<file path="src/rtl/hblank_flag.sv">
module hblank_flag #(
  parameter int DW   = 10,
  parameter int HBIT = 6
) (
  input  logic          clk,
  input  logic          rst_n,
  input  logic [DW-1:0] din,
  input  logic          din_vld,
  input  logic          blank_mode,
  output logic          hflag,
  output logic [DW-1:0] dout
);
  localparam logic [DW-1:0] ONES  = '1;
  localparam logic [DW-1:0] ZEROS = '0;
  localparam int IDBIT = DW - 1;

  logic [DW-1:0] p0, p1, p2;
  logic [2:0]    cnt;
  logic          h_eav, m_act, seen;
  logic          trs_hit;

  assign trs_hit = din_vld && din[IDBIT] && (p2 == ONES) && (p1 == ZEROS) && (p0 == ZEROS);

  always_ff @(posedge clk) begin
    if (!rst_n) begin
      p0    <= '0;
      p1    <= '0;
      p2    <= '0;
      dout  <= '0;
      hflag <= 1'b0;
      cnt   <= 3'd0;
      h_eav <= 1'b0;
      m_act <= 1'b0;
      seen  <= 1'b0;
    end else if (din_vld) begin
      p0   <= din;
      p1   <= p0;
      p2   <= p1;
      dout <= p2;
      if (trs_hit) begin
        cnt   <= 3'd4;
        h_eav <= din[HBIT];
        m_act <= blank_mode;
        seen  <= 1'b1;
        if (!blank_mode && din[HBIT]) hflag <= 1'b1;
      end else begin
        if (cnt != 3'd0) cnt <= cnt - 3'd1;
        if (cnt == 3'd2 && m_act && h_eav) hflag <= 1'b1;
        if (cnt == 3'd1 && !h_eav) hflag <= 1'b0;
      end
    end
  end


  a_r12_hold_when_idle: assert property (@(posedge clk) disable iff (!rst_n)
    !din_vld |=> ($stable(hflag) && $stable(dout)));


  a_r4_rise_on_preamble: assert property (@(posedge clk) disable iff (!rst_n)
    ($rose(hflag) && !m_act) |-> (dout == ONES));


  a_r6_rise_on_id: assert property (@(posedge clk) disable iff (!rst_n)
    ($rose(hflag) && m_act) |-> (dout[IDBIT] && dout[HBIT]));


  a_r5_fall_after_sav: assert property (@(posedge clk) disable iff (!rst_n)
    $fell(hflag) |-> ($past(dout[IDBIT]) && !$past(dout[HBIT])));


  a_r8_low_before_trs: assert property (@(posedge clk) disable iff (!rst_n)
    !seen |-> !hflag);
endmodule

</file>
<file path="config.mk">
export PLATFORM = sky130hd
export DESIGN_NAME = hblank_flag
export DESIGN_NICKNAME = d
export VERILOG_FILES = /design/src/rtl/hblank_flag.sv
export SDC_FILE = /design/constraint.sdc
export NUM_CORES = 1
export LEC_CHECK = 0
export ABC_CLOCK_PERIOD_IN_PS = 1500
export BUFFER_PORTS_ARGS = -buffer_cell sky130_fd_sc_hd__buf_2
export CORE_MARGIN = 3
export CORE_UTILIZATION = 47
export CTS_CLUSTER_DIAMETER = 200
export DETAILED_ROUTE_END_ITERATION = 10
export PLACE_DENSITY = 0.81
export SYNTH_ARGS = -nofsm -noshare
export SYNTH_HDL_FRONTEND = slang
export SYNTH_SLANG_ARGS = --single-unit
</file>
<file path="constraint.sdc">
create_clock -name clk -period 1.5 [get_ports clk]
set_input_delay 0.075 -clock clk [delete_from_list [all_inputs] [get_ports clk]]
set_output_delay 0.075 -clock clk [all_outputs]
set_load 0.005 [all_outputs]
</file>
# Word-level counts from Yosys, hierarchy flattened
# Cells that the tools add are included.
# op_classes
n_addsub	1
n_eq_ne	4
muxes	6
n_reduce_logical	18
# ops
operator	count
10-bit logical NOT	2
10-bit equality test, second input constant	1
1-bit logical AND	8
3-bit 2-to-1 mux	2
3-bit nonzero test	2
1-bit 2-to-1 mux	4
2-bit AND reduction	2
3-bit by 1-bit equality test with 1-bit output, second input constant	1
3-bit by 2-bit equality test with 1-bit output, second input constant	1
3-bit AND reduction	1
3-bit by 1-bit subtractor with 3-bit output, second input constant	1
1-bit logical NOT	2
2-bit by 1-bit != test with 1-bit output, second input constant	1
2-bit nonzero test	1
# word_totals
register_bits	46
out_inout_bits	11

# Longest topological paths before layout
# logic_depth
depth_word	6
depth_mapped	6
ltp_nobuf	6

# Least setup slack after synthesis
# OpenSTA, ideal clock, no wires.
# synth_path
path_kind	register -> register
start	reg p0[3]
end	reg cnt[1]
setup_time_ns	0.116
t_arrival_ns	1.304
t_required_ns	1.384
slack_ns	0.080
stages_incl_launch_ff	5
path_buffers	0
synth_period_minus_slack_ns	1.420
cell_sequence	dfxtp_1 > nor4b_2 > nand2_1 > nor4_4 > and3b_1
# synth_between
elab_chain_cells	4
elab_cells_between_ends	5
classes_between	1 x mux; 4 x reduce/logical
# synth_rtl
element	line_no	source
start, declared	17	logic [DW-1:0] p0, p1, p2;
start signal, assigned	36	p0 <= din;
10-bit logical NOT *	22	assign trs_hit = din_vld && din[IDBIT] && (p2 == ONES) && (p1 == ZEROS) && (p0 == ZEROS);
1-bit logical AND *	22	
2-bit nonzero test (no line)	-	
2-bit AND reduction (no line)	-	
end signal, assigned	47	if (cnt != 3'd0) cnt <= cnt - 3'd1;
end, declared	18	logic [2:0] cnt;
# Every way passes the cells marked *; elsewhere a longest branch is shown, timed or not.
# A chain may end at the register's enable or synchronous reset.

# Worst setup path in the final report
# layout_path
start	reg p0[5]
end	reg h_eav
# layout_between
elab_chain_cells	3
# layout_rtl
element	line_no	source
10-bit logical NOT	22	
1-bit logical AND	22	
2-bit AND reduction (no line)	-	
end signal, assigned	42	h_eav <= din[HBIT];
end, declared	19	logic h_eav, m_act, seen;
# No other way between the ends.

==> impl_metrics.csv <==
group,metric,value,unit
run_status,status,"completed",
yosys,synth.top_cell.area_share,47.4,%
floorplanning,die_height,70.3,um
yosys,ys_seq_area_share,47.4,%
pwr,fin_total_pwr,2530,uW
floorplanning,dieArea,0.00494,mm^2
setup_path,cpPeakStageDelay,0.34,ns
pwr,ir_drop,744,uV
pwr,p_leak,0.000997,uW
detailed_routing,drc,0,
detailed_routing,routed_wirelength,3.40,mm
timing,worst_slew_pin_slew,0.446,ns
finish,fill_cells,312,
clock_tree,numCtsBuffers,5,
place,gp_congestion,0.777,
setup_path,slowest_stage,"dfxtp_2",
timing,slew_violations,0,
clock_tree,postCtsHoldBufs,0,
place,place_area,0.00214,mm^2
floorplanning,floorplan.rows,22,
detailed_routing,drtIter0Drc,46,
place,io_buffer_count,24,
grt,grt_pass1_wl,5.60,mm
detailed_routing,routedWlPerCell,13.1,um
flow_run,maxCapViolCount,0,
timing,fin_tns_setup,0,ns
yosys,ys_ff_latch,46,
grt,first_global_vias,1261,
timing,rsz0062_at_grt,"true",
setup_path,critPathCaptureType,"flop",
clock_tree,cts.clk_slew.worst_paths,0.08,ns
finish,n_antenna_cell,0,
finish,syn_to_final_growth,18.2,%
timing,layout_min_cycle_time,1.45,ns
floorplanning,coreArea,0.00383,mm^2
timing,setup-violations-final,0,
yosys,synth_top_area_cell,"dfxtp_1",
clock_tree,ctsLongestPathBuffers,2,
worst_hold_path,hp-class,"input pin to flop",
clock_tree,cts_tree,"yes",
setup_path,worstPathCellList,"nor4b_4 -> nand2_1 -> nor4_4 -> buf_4 -> mux2i_1",
setup_path,required,1.73,ns
yosys,synthTopCellsByArea,"dfxtp_1, mux2i_1, nor2b_1",
setup_path,critPathBufInv,1,
setup_path,crit_fanout,5,
pwr,power.density,1100,mW/mm^2
finish,fin_cells,259,
place,dpl.cell_count,249,
timing,fmax,688,MHz
setup_path,worstPathArrival,1.68,ns
clock_tree,cts_num_sinks,46,
floorplanning,start_util,50.8,%
timing,fin_ws,0.0469,ns
yosys,postSynthAreaPerCell,10.8,um^2
yosys,netlist_instances,179,
timing,finClkSkew,0.00455,ns
yosys,yosysWarnings,0,
yosys,synth_area,0.00194,mm^2
yosys,syn_nets,197,
detailed_routing,vias,1314,
finish,final_layout_size_suffix_gt1_share,26.5,%
finish,final_nets,228,
grt,antenna_found_initial,0,
finish,finish.instance_area,0.00229,mm^2
setup_path,critPathKind,"flop to flop",
place,hpwl,2.35,mm
floorplanning,io_pins,25,
detailed_routing,ant_nets,0,
clock_tree,cts-root-buf,"clkbuf_8",
clock_tree,insertion_delay,0.30,ns
setup_path,cpLargestDelayFamily,"simple AND/OR/NAND/NOR gates",
detailed_routing,routed_via_density,5.07,
timing,fin_crit_sh,96.9,%
detailed_routing,first_pass_iters,4,
timing,hold_viol,0,
grt,grt_max_degree,32,
grt,globalRouteOverflowTotal,0,
timing,slew_headroom,70.3,%
setup_path,startpoint_type,"flop",
clock_tree,htreeDepth,2,
place,detailedPlace.worstSlack,0.00257,ns
floorplanning,die_w,70.3,um
grt,grt_usage,14.1,%
yosys,yosysUniqueCellTypes,26,
[cell type report]
class,instances,area [um^2],share of cell area (%)
timing repair buffer,34,195,8.51
multi-input combinational,119,1000,43.7
clock buffer,5,68.8,3.00
inverter,4,15.0,0.654
clock inverter,3,21.3,0.927
tap,48,60.1,2.62
sequential,46,931,40.6
[synthesized netlist by cell type, drive strengths merged]
cell    number
a31oi        2
nand2        6
nor4bb       2
o21ai        3
o21a         1
nand3b       1
clkbuf       5
nor3b        1
o211ai       1
xnor2        1
nor2b       41
and4b        1
buf          5
nor4         3
inv          4
ha           4
and3b        1
dfxtp       46
mux2i       44
nand4        2
nor3         1
nor4b        1
a21o         1
nor2         2
[metal layers]
metal	track usage [%]	vias up	wire length, um
met1	18.0	621	1670
li1	-	667	-
met4	5.11	0	40
met2	21.3	22	1530
met5	0	-	0
met3	5.47	4	163
[final timing paths]
check | from | endpoint | slack, ns | depth (start not counted)
min | din[1] | p0[1] | 0.03 | 3
max reg2reg | p0[5] | h_eav | 0.05 | 5
min reg2reg | m_act | m_act | 0.47 | 2
max | p0[5] | h_eav | 0.05 | 5
[report_power, final]
part | internal (uW) | switching [uW]
Sequential | 1290 | 56.9
Combinational | 212 | 218
Clock | 327 | 421
[sequential cells by signal (all words and copies together) (netlist names)]
signal,flops
cnt,3
dout,10
h_eav,1
hflag,1
m_act,1
p0,10
p1,10
p2,10
[tightest hold or removal path: cells and delay by family]
kind | cells | cell delay (ns)
simple gates | 1 | 0.09
buf+inv | 1 | 0.07
mux | 1 | 0.05
[cells by family after synthesis]
group | synth area share [%]
compound gates | 2.58
mux | 22.7
buf+inv | 3.03
xor+xnor | 0.451
simple gates | 21.3
fa+ha+maj | 2.58
flops | 47.4
[per-stage QoR]
stage | utilization, % | hold slack [ns]
after CTS | 58.2 | 0.0174
final | 60.0 | 0.0301
after floorplan | - | 0.217
after global routing | 60.0 | 0.0334
after global placement | 55.9 | 0.332
after detailed placement | 55.9 | 0.341
[cells in the final DEF (no fill, tap or decap), drive strengths merged]
cell type	count
and3b	1
clkinvlp	1
o21a	1
a31oi	2
nor3	1
nand2	6
clkinv	2
xnor2	1
inv	4
nand4	2
a21o	1
nor4b	1
mux2i	44
ha	4
dfxtp	46
nand3b	1
buf	34
o211ai	1
nor2	2
o21ai	3
clkbuf	5
nor2b	41
nor3b	1
nor4	3
nor4bb	2
and4b	1
[timing repair]
action                                  in CTS  in global routing
endpoints found under the setup margin       1                  4
gates cloned                                 0                  0
pin swaps                                    1                  2
buffers inserted                             0                  2
gates resized for setup                      0                 15
Power figures use the tool's default switching activity.
